`config.mk`:
```
export PLATFORM = sky130hd
export DESIGN_NAME = pulse_acc_pair
export DESIGN_NICKNAME = d
export VERILOG_FILES = /design/src/rtl/pacc_pkg.sv /design/src/rtl/pacc_edge_det.sv /design/src/rtl/pacc_count.sv /design/src/rtl/pacc_regs.sv /design/src/rtl/pulse_acc_pair.sv
export SDC_FILE = /design/constraint.sdc
export NUM_CORES = 1
export LEC_CHECK = 0
export ABC_AREA = 1
export BUFFER_PORTS_ARGS = -buffer_cell sky130_fd_sc_hd__buf_2
export CORE_ASPECT_RATIO = 0.75
export CORE_MARGIN = 10
export CORE_UTILIZATION = 47
export CTS_BUF_LIST = sky130_fd_sc_hd__clkbuf_16
export DETAILED_ROUTE_END_ITERATION = 10
export GPL_TIMING_DRIVEN = 0
export PLACE_DENSITY = 0.7
export SLEW_MARGIN = 20
export SYNTH_ARGS = -nofsm -noshare
export SYNTH_HDL_FRONTEND = slang
export SYNTH_SLANG_ARGS = --single-unit
```
`constraint.sdc`:
```
create_clock -name clk_i -period 1.9 [get_ports clk_i]
set_input_delay 0.38 -clock clk_i [delete_from_list [all_inputs] [get_ports clk_i]]
set_output_delay 0.38 -clock clk_i [all_outputs]
set_load 0.005 [all_outputs]
```
`src/rtl/pacc_pkg.sv`:
```
`timescale 1ns/1ps
package pacc_pkg;
  localparam int unsigned ADDR_W = 2;
  localparam int unsigned DATA_W = 8;

  localparam logic [ADDR_W-1:0] A_CTRL   = 2'd0;
  localparam logic [ADDR_W-1:0] A_FLAG   = 2'd1;
  localparam logic [ADDR_W-1:0] A_CNT_HI = 2'd2;
  localparam logic [ADDR_W-1:0] A_CNT_LO = 2'd3;

  typedef struct packed {
    logic edge_fall;  // bit 6
    logic fast_clr;   // bit 5
    logic max_mode;   // bit 4
    logic en_hi;      // bit 3
    logic en_lo;      // bit 2
    logic ovf_ie;     // bit 1
    logic casc_en;    // bit 0
  } ctrl_t;

  localparam int unsigned CTRL_W = $bits(ctrl_t);
endpackage

```
`src/rtl/pacc_edge_det.sv`:
```
`timescale 1ns/1ps
module pacc_edge_det #(
  parameter int unsigned SYNC_STAGES = 2
) (
  input  logic clk_i,
  input  logic rst_ni,
  input  logic pin_i,
  input  logic fall_i,
  output logic pulse_o
);
  logic [SYNC_STAGES-1:0] sync_q;
  logic                   prev_q;
  logic                   cur;

  assign cur = sync_q[SYNC_STAGES-1];

  always_ff @(posedge clk_i or negedge rst_ni) begin
    if (!rst_ni) begin
      sync_q <= '0;
      prev_q <= 1'b0;
    end else begin
      sync_q <= {sync_q[SYNC_STAGES-2:0], pin_i};
      prev_q <= cur;
    end
  end

  assign pulse_o = fall_i ? (prev_q & ~cur) : (~prev_q & cur);

  // one pulse per transition: never two cycles in a row
  assert_single_pulse_R2: assert property (@(posedge clk_i) disable iff (!rst_ni)
    pulse_o |=> !pulse_o);
endmodule

```
`src/rtl/pacc_count.sv`:
```
`timescale 1ns/1ps
module pacc_count #(
  parameter int unsigned CNT_W = 8
) (
  input  logic             clk_i,
  input  logic             rst_ni,
  input  logic             casc_en_i,
  input  logic             en_lo_i,
  input  logic             en_hi_i,
  input  logic             max_mode_i,
  input  logic             timer_en_i,
  input  logic             pulse_lo_i,
  input  logic             pulse_hi_i,
  input  logic             wr_lo_i,
  input  logic             wr_hi_i,
  input  logic [CNT_W-1:0] wdata_i,
  output logic [CNT_W-1:0] cnt_lo_o,
  output logic [CNT_W-1:0] cnt_hi_o,
  output logic             ovf_o
);
  localparam logic [CNT_W-1:0] CNT_MAX = '1;

  logic [CNT_W-1:0] lo_q, hi_q;
  logic inc_lo, inc_hi, carry_out, sat, wr_any;

  always_comb begin
    wr_any = wr_lo_i | wr_hi_i;
    if (casc_en_i) begin
      inc_lo = pulse_lo_i;
      inc_hi = pulse_lo_i && (lo_q == CNT_MAX);
    end else begin
      inc_lo = pulse_lo_i && en_lo_i && timer_en_i;
      inc_hi = pulse_hi_i && en_hi_i && timer_en_i;
    end
    carry_out = inc_hi && (hi_q == CNT_MAX);
    sat       = carry_out && max_mode_i;
    ovf_o     = carry_out && !wr_any;  // a bus write cancels the edge
  end

  always_ff @(posedge clk_i or negedge rst_ni) begin
    if (!rst_ni) begin
      lo_q <= '0;
      hi_q <= '0;
    end else if (wr_any) begin
      if (wr_lo_i) lo_q <= wdata_i;
      if (wr_hi_i) hi_q <= wdata_i;
    end else begin
      if (inc_lo && !(sat && casc_en_i)) lo_q <= lo_q + 1'b1;
      if (inc_hi && !sat)                hi_q <= hi_q + 1'b1;
    end
  end

  assign cnt_lo_o = lo_q;
  assign cnt_hi_o = hi_q;

  assert_write_wins_lo_R10: assert property (@(posedge clk_i) disable iff (!rst_ni)
    wr_lo_i |=> lo_q == $past(wdata_i));

  assert_write_wins_hi_R10: assert property (@(posedge clk_i) disable iff (!rst_ni)
    wr_hi_i |=> hi_q == $past(wdata_i));

  assert_casc_free_run_R4: assert property (@(posedge clk_i) disable iff (!rst_ni)
    (casc_en_i && pulse_lo_i && !wr_any && lo_q != CNT_MAX)
      |=> lo_q == CNT_W'($past(lo_q) + 1'b1));

  assert_sat_hold_R6: assert property (@(posedge clk_i) disable iff (!rst_ni)
    (max_mode_i && hi_q == CNT_MAX && !wr_hi_i) |=> hi_q == CNT_MAX);

  assert_gated_separate_R3: assert property (@(posedge clk_i) disable iff (!rst_ni)
    (!casc_en_i && !timer_en_i && !wr_any) |=> lo_q == $past(lo_q) && hi_q == $past(hi_q));
endmodule

```
`src/rtl/pacc_regs.sv`:
```
`timescale 1ns/1ps
module pacc_regs
  import pacc_pkg::*;
(
  input  logic              clk_i,
  input  logic              rst_ni,
  input  logic              wr_en_i,
  input  logic              rd_en_i,
  input  logic [ADDR_W-1:0] addr_i,
  input  logic [CTRL_W-1:0] ctrl_wdata_i,
  input  logic              ovf_evt_i,
  input  logic [DATA_W-1:0] cnt_hi_i,
  input  logic [DATA_W-1:0] cnt_lo_i,
  output logic              casc_en_o,
  output logic              en_lo_o,
  output logic              en_hi_o,
  output logic              max_mode_o,
  output logic              edge_fall_o,
  output logic              wr_hi_o,
  output logic              wr_lo_o,
  output logic [DATA_W-1:0] rdata_o,
  output logic              irq_o
);
  ctrl_t ctrl_q;
  logic  flag_q;
  logic  ctrl_wr, flag_w1c, cnt_acc, flag_clr;

  always_comb begin
    ctrl_wr  = wr_en_i && (addr_i == A_CTRL);
    flag_w1c = wr_en_i && (addr_i == A_FLAG) && ctrl_wdata_i[0];
    cnt_acc  = (wr_en_i || rd_en_i) && (addr_i == A_CNT_HI || addr_i == A_CNT_LO);
    flag_clr = ctrl_q.fast_clr ? cnt_acc : flag_w1c;
  end

  assign wr_hi_o = wr_en_i && (addr_i == A_CNT_HI);
  assign wr_lo_o = wr_en_i && (addr_i == A_CNT_LO);

  always_ff @(posedge clk_i or negedge rst_ni) begin
    if (!rst_ni) begin
      ctrl_q <= '0;
      flag_q <= 1'b0;
    end else begin
      if (ctrl_wr) ctrl_q <= ctrl_t'(ctrl_wdata_i);
      if (ovf_evt_i)     flag_q <= 1'b1;  // set beats clear
      else if (flag_clr) flag_q <= 1'b0;
    end
  end

  always_comb begin
    unique case (addr_i)
      A_CTRL:   rdata_o = DATA_W'(ctrl_q);
      A_FLAG:   rdata_o = DATA_W'(flag_q);
      A_CNT_HI: rdata_o = cnt_hi_i;
      default:  rdata_o = cnt_lo_i;
    endcase
  end

  assign casc_en_o   = ctrl_q.casc_en;
  assign en_lo_o     = ctrl_q.en_lo;
  assign en_hi_o     = ctrl_q.en_hi;
  assign max_mode_o  = ctrl_q.max_mode;
  assign edge_fall_o = ctrl_q.edge_fall;
  assign irq_o       = flag_q & ctrl_q.ovf_ie;

  assert_set_wins_R11: assert property (@(posedge clk_i) disable iff (!rst_ni)
    ovf_evt_i |=> flag_q);

  assert_w1c_clears_R7: assert property (@(posedge clk_i) disable iff (!rst_ni)
    (!ctrl_q.fast_clr && flag_w1c && !ovf_evt_i) |=> !flag_q);

  assert_fast_blocks_w1c_R8: assert property (@(posedge clk_i) disable iff (!rst_ni)
    (ctrl_q.fast_clr && flag_w1c && !ovf_evt_i) |=> flag_q == $past(flag_q));

  assert_fast_access_clears_R8: assert property (@(posedge clk_i) disable iff (!rst_ni)
    (ctrl_q.fast_clr && cnt_acc && !ovf_evt_i) |=> !flag_q);

  assert_irq_gate_R9: assert property (@(posedge clk_i) disable iff (!rst_ni)
    !ctrl_q.ovf_ie |-> !irq_o);
endmodule

```
`src/rtl/pulse_acc_pair.sv`:
```
`timescale 1ns/1ps
module pulse_acc_pair
  import pacc_pkg::*;
#(
  parameter int unsigned SYNC_STAGES = 2
) (
  input  logic              clk_i,
  input  logic              rst_ni,
  input  logic              pin0_i,
  input  logic              pin1_i,
  input  logic              timer_en_i,
  input  logic              wr_en_i,
  input  logic              rd_en_i,
  input  logic [ADDR_W-1:0] addr_i,
  input  logic [DATA_W-1:0] wdata_i,
  output logic [DATA_W-1:0] rdata_o,
  output logic              irq_o
);
  localparam int unsigned NUM_CH = 2;

  logic [NUM_CH-1:0] pins, pulses;
  logic casc_en, en_lo, en_hi, max_mode, edge_fall;
  logic wr_hi, wr_lo, ovf_evt;
  logic [DATA_W-1:0] cnt_hi, cnt_lo;

  assign pins = {pin1_i, pin0_i};

  for (genvar g = 0; g < NUM_CH; g++) begin : g_edge
    pacc_edge_det #(.SYNC_STAGES(SYNC_STAGES)) u_det (
      .clk_i   (clk_i),
      .rst_ni  (rst_ni),
      .pin_i   (pins[g]),
      .fall_i  (edge_fall),
      .pulse_o (pulses[g])
    );
  end

  pacc_regs u_regs (
    .clk_i        (clk_i),
    .rst_ni       (rst_ni),
    .wr_en_i      (wr_en_i),
    .rd_en_i      (rd_en_i),
    .addr_i       (addr_i),
    .ctrl_wdata_i (wdata_i[CTRL_W-1:0]),
    .ovf_evt_i    (ovf_evt),
    .cnt_hi_i     (cnt_hi),
    .cnt_lo_i     (cnt_lo),
    .casc_en_o    (casc_en),
    .en_lo_o      (en_lo),
    .en_hi_o      (en_hi),
    .max_mode_o   (max_mode),
    .edge_fall_o  (edge_fall),
    .wr_hi_o      (wr_hi),
    .wr_lo_o      (wr_lo),
    .rdata_o      (rdata_o),
    .irq_o        (irq_o)
  );

  pacc_count #(.CNT_W(DATA_W)) u_count (
    .clk_i      (clk_i),
    .rst_ni     (rst_ni),
    .casc_en_i  (casc_en),
    .en_lo_i    (en_lo),
    .en_hi_i    (en_hi),
    .max_mode_i (max_mode),
    .timer_en_i (timer_en_i),
    .pulse_lo_i (pulses[0]),
    .pulse_hi_i (pulses[1]),
    .wr_lo_i    (wr_lo),
    .wr_hi_i    (wr_hi),
    .wdata_i    (wdata_i),
    .cnt_lo_o   (cnt_lo),
    .cnt_hi_o   (cnt_hi),
    .ovf_o      (ovf_evt)
  );

  assert_irq_needs_flag_R9: assert property (@(posedge clk_i) disable iff (!rst_ni)
    $rose(irq_o) |-> !(wr_en_i && addr_i == A_CTRL) || $past(ovf_evt) || $past(wr_en_i));
endmodule

```
==> results of run 1 <==
layout make-up:
type	instances	area, um2	share of cell area
plain buffers	3	31.3	0.0141
flip-flops and latches	30	751	0.338
inverters	28	113	0.0508
repair buffers	24	120	0.0541
clock inverters	1	3.75	0.00169
well taps	52	65.1	0.0293
multi-input cells	186	1010	0.455
clock buffers	5	125	0.0564
per-stage QoR:
step | cells | cell area (um2) | setup slack, ns | utilization | hold WS, ns
6_report | 329 | 2220 | 0.171 | 0.591 | 0.151
5_1_grt | 329 | 2220 | 0.0235 | 0.591 | 0.203
4_1_cts | 329 | 2200 | 0.0925 | 0.587 | 0.172
3_5_place_dp | 323 | 2070 | 0.111 | 0.552 | 0.336
3_3_place_gp | 323 | 2070 | 0.122 | 0.552 | 0.333
2_1_floorplan | 247 | 1890 | 0.382 | - | 0.0844
state kept, by name, summed over array words and instances, names as in the netlist:
name                 cells
u_regs.ctrl_q            2
u_count.cnt_lo_o         8
u_regs.casc_en_o         1
u_regs.edge_fall_o       1
g_edge.u_det.sync_q      4
u_regs.en_lo_o           1
g_edge.u_det.prev_q      2
u_regs.flag_q            1
u_regs.max_mode_o        1
u_regs.en_hi_o           1
u_count.cnt_hi_o         8
worst max path at each step:
stage	from	endpoint	slack (ns)
final	u_count.cnt_hi_o[0]	u_count.cnt_lo_o[0]	0.17
after global routing	u_count.cnt_hi_o[0]	u_count.cnt_lo_o[1]	0.02
after CTS	u_count.cnt_hi_o[0]	u_count.cnt_lo_o[0]	0.09
after detailed placement	u_count.cnt_hi_o[0]	u_count.cnt_lo_o[6]	0.11
after global placement	u_count.cnt_lo_o[0]	u_count.cnt_lo_o[6]	0.12
after floorplan	u_count.cnt_hi_o[0]	u_count.cnt_lo_o[3]	0.38
report_power, final:
group	switching, mW	internal [mW]
registers	0.211	0.810
clock network	0.250	0.463
logic	0.413	0.310
cell usage in the layout (no fill, tap or decap), drive strengths merged:
master  instances
nand2          99
nand3          35
dfrtp          30
inv            28
buf            26
nor2           13
o21ai          11
clkbuf          6
mux2            5
nand4           4
o31ai           4
o221ai          3
o211ai          3
a21oi           2
o22ai           2
ha              2
a21o            1
nor3b           1
xnor2           1
clkinv          1
cells by family (layout without fill, tap and decap cells):
logic type / Yosys count / count (layout) / share of synthesized area
flops: 30 / 30 / 0.397
compound gates: 26 / 26 / 0.0901
mux: 5 / 5 / 0.0298
fa+ha+maj: 2 / 2 / 0.0132
simple gates: 152 / 152 / 0.389
buf+inv: 31 / 61 / 0.0762
xor+xnor: 1 / 1 / 0.00464
worst reg2reg max path, stage by stage, from the launching register on:
cell,delay (ns)
dfrtp_1,0.42
ha_2,0.24
nand3_2,0.12
nor2_4,0.16
nand3_2,0.12
nor2_1,0.11
nand2_1,0.09
nand2_4,0.14
nand2_4,0.11
nand2_1,0.07
nand2_1,0.05
routing by layer:
metal  routed length (um)  share of wire
met5                    0              0
met4                   50          0.010
met3                  456          0.093
met2                 2160           0.44
met1                 2250           0.46
==> metrics.txt, run 1 <==
CTS Sinks 30; Setup violations, final 0; DR iter-0 viols 115; CP Cell Sequence ha_2, nand3_2, nor2_4, nand3_2, nor2_1, nand2_1, nand2_4, nand2_4, nand2_1, nand2_1; setup bufs post-CTS 0; power per cell area 1110 nW/um2; FF-to-FF path depth 10; WL per Instance 14.9 um; CTS clk-pin slew, worst paths 0.05 ns; total number of yosys warnings 0; crit path DAT 1.89 ns; Reg-to-Reg End u_count.cnt_lo_o[0]; clock root buffer clkbuf_16; slowest cell on the critical path dfrtp_1; Synth async-reset ratio 1.00; fill cell count 361; met3 Track Usage GR 0.0516; met2 capacity usage during global routing 0.230; Synth Register Bits 30; outcome complete, no violations; Worst path max stage delay 0.42 ns; Cell Area, Synth 1890 um2; WS Path Type register to register; hold_buf cts 0; Yosys top cell area share 0.397; Most Crowded Layer GR met2; largest delay contributor family on the critical path simple AND/OR/NAND/NOR gates; clk_skew 0.00191 ns; Synth Instances 247; antenna viol nets, final 0; Post-synth EDFFs 0; Starting Density 0.503; Avg Cell Area, Syn 7.65 um2; # IOs 26; r2r setup slk 0.17 ns; via count 1,749; initial antenna violation count 0; worst r2r src u_count.cnt_hi_o[0]; Synth cell types 32; routed wire length 4910 um; Final Cycle Share 0.910; syn nets 266; Setup TNS 0 ns; die area 6980 um2; Synth Flop Type dfrtp_1; Slew Limit Headroom 0.544; cell with the most instances after synthesis nand2_1; fmax 578 MHz; post-layout minimum cycle time 1.73 ns; FP Rows 19; crit-path max FO 9; first-pass GRT wire length 8190 um; GPL Wtd Cong 0.857; Port Buffers 24; Clock Path Buffers 2; CTS tree yes; WP buf/inv 0; P&R area growth vs syn 17.4%; total power draw 2.46 mW; ant diodes 0; vias per cell 5.32; vias in the first global route 1,699; leakage 1.14 nW; layout cell share with drive strength beyond 1 0.209; max-slew violation count 0; sequential-to-total area share from yosys stat 0.397; final net count 297; number of max-cap violations 0; residual DRC count 0; Die Ht 74.9 um; TritonRoute pass-1 iters 4; GR Util met1 0.189; CP dominant cell by count nand2_1; GRT Residual Overflow 0; Synth area leaders dfrtp_1 (40%), nand2_1 (18%), nand3_1 (8.5%); die width 93.2 um; CP Launch Type register; Setup crit end kind register; Skew-Pair Late Insertion Delay 0.27 ns; H-tree levels 2; GRT Overall Usage 0.149; Commonest cells post-synth nand2_1 (92), nand3_1 (32), dfrtp_1 (30), inv_1 (25), nor2_1 (10); worst vdd ir 0.000537 V; detailed placement HPWL 3760 um; area leader, netlist dfrtp_1; post-CTS sizing 0; slew at the pin with the worst max-slew slack 0.685 ns; Core ar. 3760 um2; Final Hold Vio Count 0; Crit path depth 10; unrepaired setup endpoints after global routing no; largest net degree at the start of global routing 31; number of buffers created by CTS 5; Hold Crit Class input pin to asynchronous set/reset pin; Critical Path RT 2.06 ns
Note: power is estimated with default switching activity, not from simulation.
==> run 2, diff against run 1 <==
--- a/config.mk
+++ b/config.mk
@@ -5,7 +5,6 @@
 export SDC_FILE = /design/constraint.sdc
 export NUM_CORES = 1
 export LEC_CHECK = 0
-export ABC_AREA = 1
 export BUFFER_PORTS_ARGS = -buffer_cell sky130_fd_sc_hd__buf_2
 export CORE_ASPECT_RATIO = 0.75
 export CORE_MARGIN = 10
@@ -13,7 +12,7 @@
 export CTS_BUF_LIST = sky130_fd_sc_hd__clkbuf_16
 export DETAILED_ROUTE_END_ITERATION = 10
 export GPL_TIMING_DRIVEN = 0
-export PLACE_DENSITY = 0.7
+export PLACE_DENSITY = 0.71
 export SLEW_MARGIN = 20
 export SYNTH_ARGS = -nofsm -noshare
 export SYNTH_HDL_FRONTEND = slang
==> run 2 against run 1 <==
Net effect: the flow now finishes with violations (negative setup slack); final cell count shrank 13%; flip-flop and latch count unchanged; clock power is 43% higher; routed wire length rose by 13%; first-iteration DRC count rose by 110%; sequential power barely moved; clock skew up 0.0016 ns; largest cell class unchanged.
==> metrics.txt, run 2 <==
# IOs 26 (unchanged); Cell Area, Synth 1810 um2 (-4.1%); Seq pwr share 0.365 (-0.050); largest family of logic cells by synthesized area simple AND/OR/NAND/NOR gates; TritonRoute pass-1 iters 4 (unchanged); initial antenna violation count 0 (unchanged); Port Buffers 24 (unchanged); H-tree levels 2 (unchanged); Final Cycle Share 1.07 (+0.165); Compound-Gate Fraction of Synth Area 0.206 (+0.116); clock root buffer clkbuf_16; Non-Filler Cell Area, Final 2400 um2 (+8.1%); Synth Area in XOR/XNOR 0 (-0.00464); GRT Overall Usage 0.166 (+0.0172); CP Launch Type register; crit-path max FO 5 (-4); CTS Sinks 30 (unchanged); Sw Pwr 0.913 mW (+4.4%); outcome complete, but fails checks; most common cell after layout, fill and taps aside dfrtp_1; vias per cell 6.27 (+18%); FP Rows 19 (unchanged); Setup crit end kind register; fmax 490 MHz (-15%); power per cell area 1160 nW/um2 (+5.1%); post-layout minimum cycle time 2.04 ns (+0.313 ns); largest net degree at the start of global routing 31 (unchanged); GPL Wtd Cong 0.962 (+12%); GRT Residual Overflow 0 (unchanged); simple logic cell fraction of the synthesized area 0.224 (-0.164); leakage 1.01 nW (-12%); Skew-Pair Late Insertion Delay 0.27 ns (about the same); via count 1,793 (+2.5%); Synth cell types 50 (+56%); CTS clk-pin slew, worst paths 0.05 ns (about the same); mux cell area share after synthesis 0.106 (+0.0759); most frequent cells in the layout dfrtp_1 (30), nand2_1 (26), buf_2 (24), nand3_1 (12); max-slew violation count 0 (unchanged); Starting Density 0.492 (-0.0113); failing checks negative setup slack; P&R area growth vs syn 32.3%; DR iter-0 viols 243 (+110%); Core ar. 3680 um2 (-1.9%); Slew Limit Headroom 0.547 (+0.00357); slew at the pin with the worst max-slew slack 0.679 ns (-0.00535 ns); WL per Instance 19.3 um (+30%); unrepaired setup endpoints after global routing yes; Synth async-reset ratio 1.00 (unchanged); number of max-cap violations 0 (unchanged); clk_skew 0.00349 ns (+0.00158 ns); layout cell share with drive strength beyond 1 0.282 (+0.0727); sw frac 0.327 (-0.0285); antenna viol nets, final 0 (unchanged); hold_buf cts 0 (unchanged); Synth Flop Type dfrtp_1; crit path DAT 2.18 ns (+0.29 ns); Synth Register Bits 30 (unchanged); Yosys top cell area share 0.414 (+0.0170); worst vdd ir 0.000818 V (+52%); sequential-to-total area share from yosys stat 0.414 (+0.0170); Finished Core Util 0.651 (+0.0600); Adder-Cell Fraction of Synth Area 0.0138 (+0.000567); dpl cell area 2010 um2 (-3.1%); number of buffers created by CTS 5 (unchanged); routed wire length 5530 um (+13%); die width 91.7 um (-1.6%); die area 6760 um2 (-3.1%); detailed placement HPWL 3800 um (+1.1%); Comb pwr share 0.269 (-0.025); ant diodes 0 (unchanged); residual DRC count 0 (unchanged); area leader, netlist dfrtp_1; Hold Crit Class input pin to asynchronous set/reset pin; syn nets 213 (-20%); Commonest cells post-synth dfrtp_1 (30), nand2_1 (27), nand3_1 (12), mux2i_1 (9), a21oi_1 (8); Final Hold Vio Count 0 (unchanged); total number of yosys warnings 0 (unchanged); Final WS setup -0.142 ns (-0.313 ns); Clock power frac 0.366 (+0.076); cell with the most instances after synthesis dfrtp_1; CTS tree yes; Setup violations, final 16 (+16); Int Pwr 1.88 mW (+19%); Critical Path RT 2.04 ns (-0.02 ns); WS Path Type register to register; first-pass GRT wire length 8790 um (+7.3%); Post-synth EDFFs 0 (unchanged); Clock Path Buffers 2 (unchanged); FF-to-FF path depth 7 (-3); Synth Instances 194 (-21%); Synth area leaders dfrtp_1 (41%), nand2_1 (5.6%), mux2i_1 (5.0%); final net count 252 (-15%); vias in the first global route 1,684 (-0.88%); Avg Cell Area, Syn 9.34 um2 (+22%); Die Ht 73.8 um (-1.5%)
## run 2: path summary, 6_finish.rpt
| path | start | end | slack, ns |
|---|---|---|---|
| max reg2reg | u_regs.edge_fall_o | u_count.cnt_hi_o[6] | -0.14 |
| max in group asynchronous | rst_ni | g_edge[0].u_det.sync_q[1] | 1.32 |
| min in group clk_i | pin0_i | g_edge[0].u_det.sync_q[0] | 0.21 |
| min reg2reg | g_edge[0].u_det.sync_q[0] | g_edge[0].u_det.sync_q[1] | 0.34 |
| max | u_regs.edge_fall_o | u_count.cnt_hi_o[6] | -0.14 |
| min | rst_ni | u_regs.ctrl_q[5] | 0.14 |
## run 2: area by class of cell
type / instances / area, um2
Fill cell: 328 / 1290
Multi-Input combinational cell: 149 / 1130
Sequential cell: 30 / 751
Timing Repair Buffer: 34 / 203
Clock buffer: 5 / 125
Tap cell: 52 / 65.1
Clock inverter: 3 / 63.8
Buffer: 8 / 45.0
Inverter: 5 / 18.8
## run 2: cell families (layout without fill, tap and decap cells)
logic type                 count (synthesis)  after routing
muxes                                     17             17
DFF                                       30             30
and+or+nand+nor                           78             78
buffers and inverters                     15             55
adders and majority gates                  2              2
AOI/OAI and AO/OA                         52             52
## run 2: what timing repair did
| item | 4_1_cts | 5_1_grt |
|---|---|---|
| pin swaps | 5 | 5 |
| cloned | 1 | 0 |
| endpoints found under the setup margin | 22 | 24 |
| setup buffers | 9 | 0 |
| resized for setup | 16 | 14 |
## run 2: critical path, stage by stage (launching register included)
cell	delay, ns
dfrtp_1	0.39
buf_4	0.14
or3b_4	0.38
a211oi_4	0.31
o21bai_2	0.15
buf_6	0.17
o311ai_1	0.26
nand2_1	0.10
## run 2: per-stage QoR
| step | setup slack (ns) | cells | setup TNS (ns) | power [mW] | hold WS [ns] |
|---|---|---|---|---|---|
| 6_report | -0.142 | 286 | -1.23 | 2.79 | 0.144 |
| 5_1_grt | -0.217 | 286 | -2.53 | 2.93 | 0.201 |
| 4_1_cts | -0.0710 | 287 | -0.434 | 2.72 | 0.165 |
| 3_5_place_dp | -0.304 | 270 | -4.62 | 1.64 | 0.335 |
| 3_3_place_gp | -0.282 | 270 | -5.89 | 1.62 | 0.332 |
| 2_1_floorplan | -0.0247 | 194 | -0.0991 | 1.40 | 0.0844 |
## run 2: power by group through the flow
| stage | Sequential (mW) | Clock, mW | Combinational [mW] |
|---|---|---|---|
| 2_1_floorplan | 0.932 | 0 | 0.469 |
| 3_3_place_gp | 0.997 | 0 | 0.625 |
| 3_5_place_dp | 1.00 | 0 | 0.641 |
| 4_1_cts | 0.999 | 1.03 | 0.692 |
| 5_1_grt | 1.04 | 1.05 | 0.832 |
| 6_report | 1.02 | 1.02 | 0.749 |
## run 2: metal layers
layer | track usage | wire length [um] | vias up
li1 | - | - | 807
met1 | 0.234 | 2570 | 865
met2 | 0.231 | 2260 | 105
met3 | 0.0509 | 572 | 16
met4 | 0.0597 | 134 | 0
met5 | 0 | 0 | -
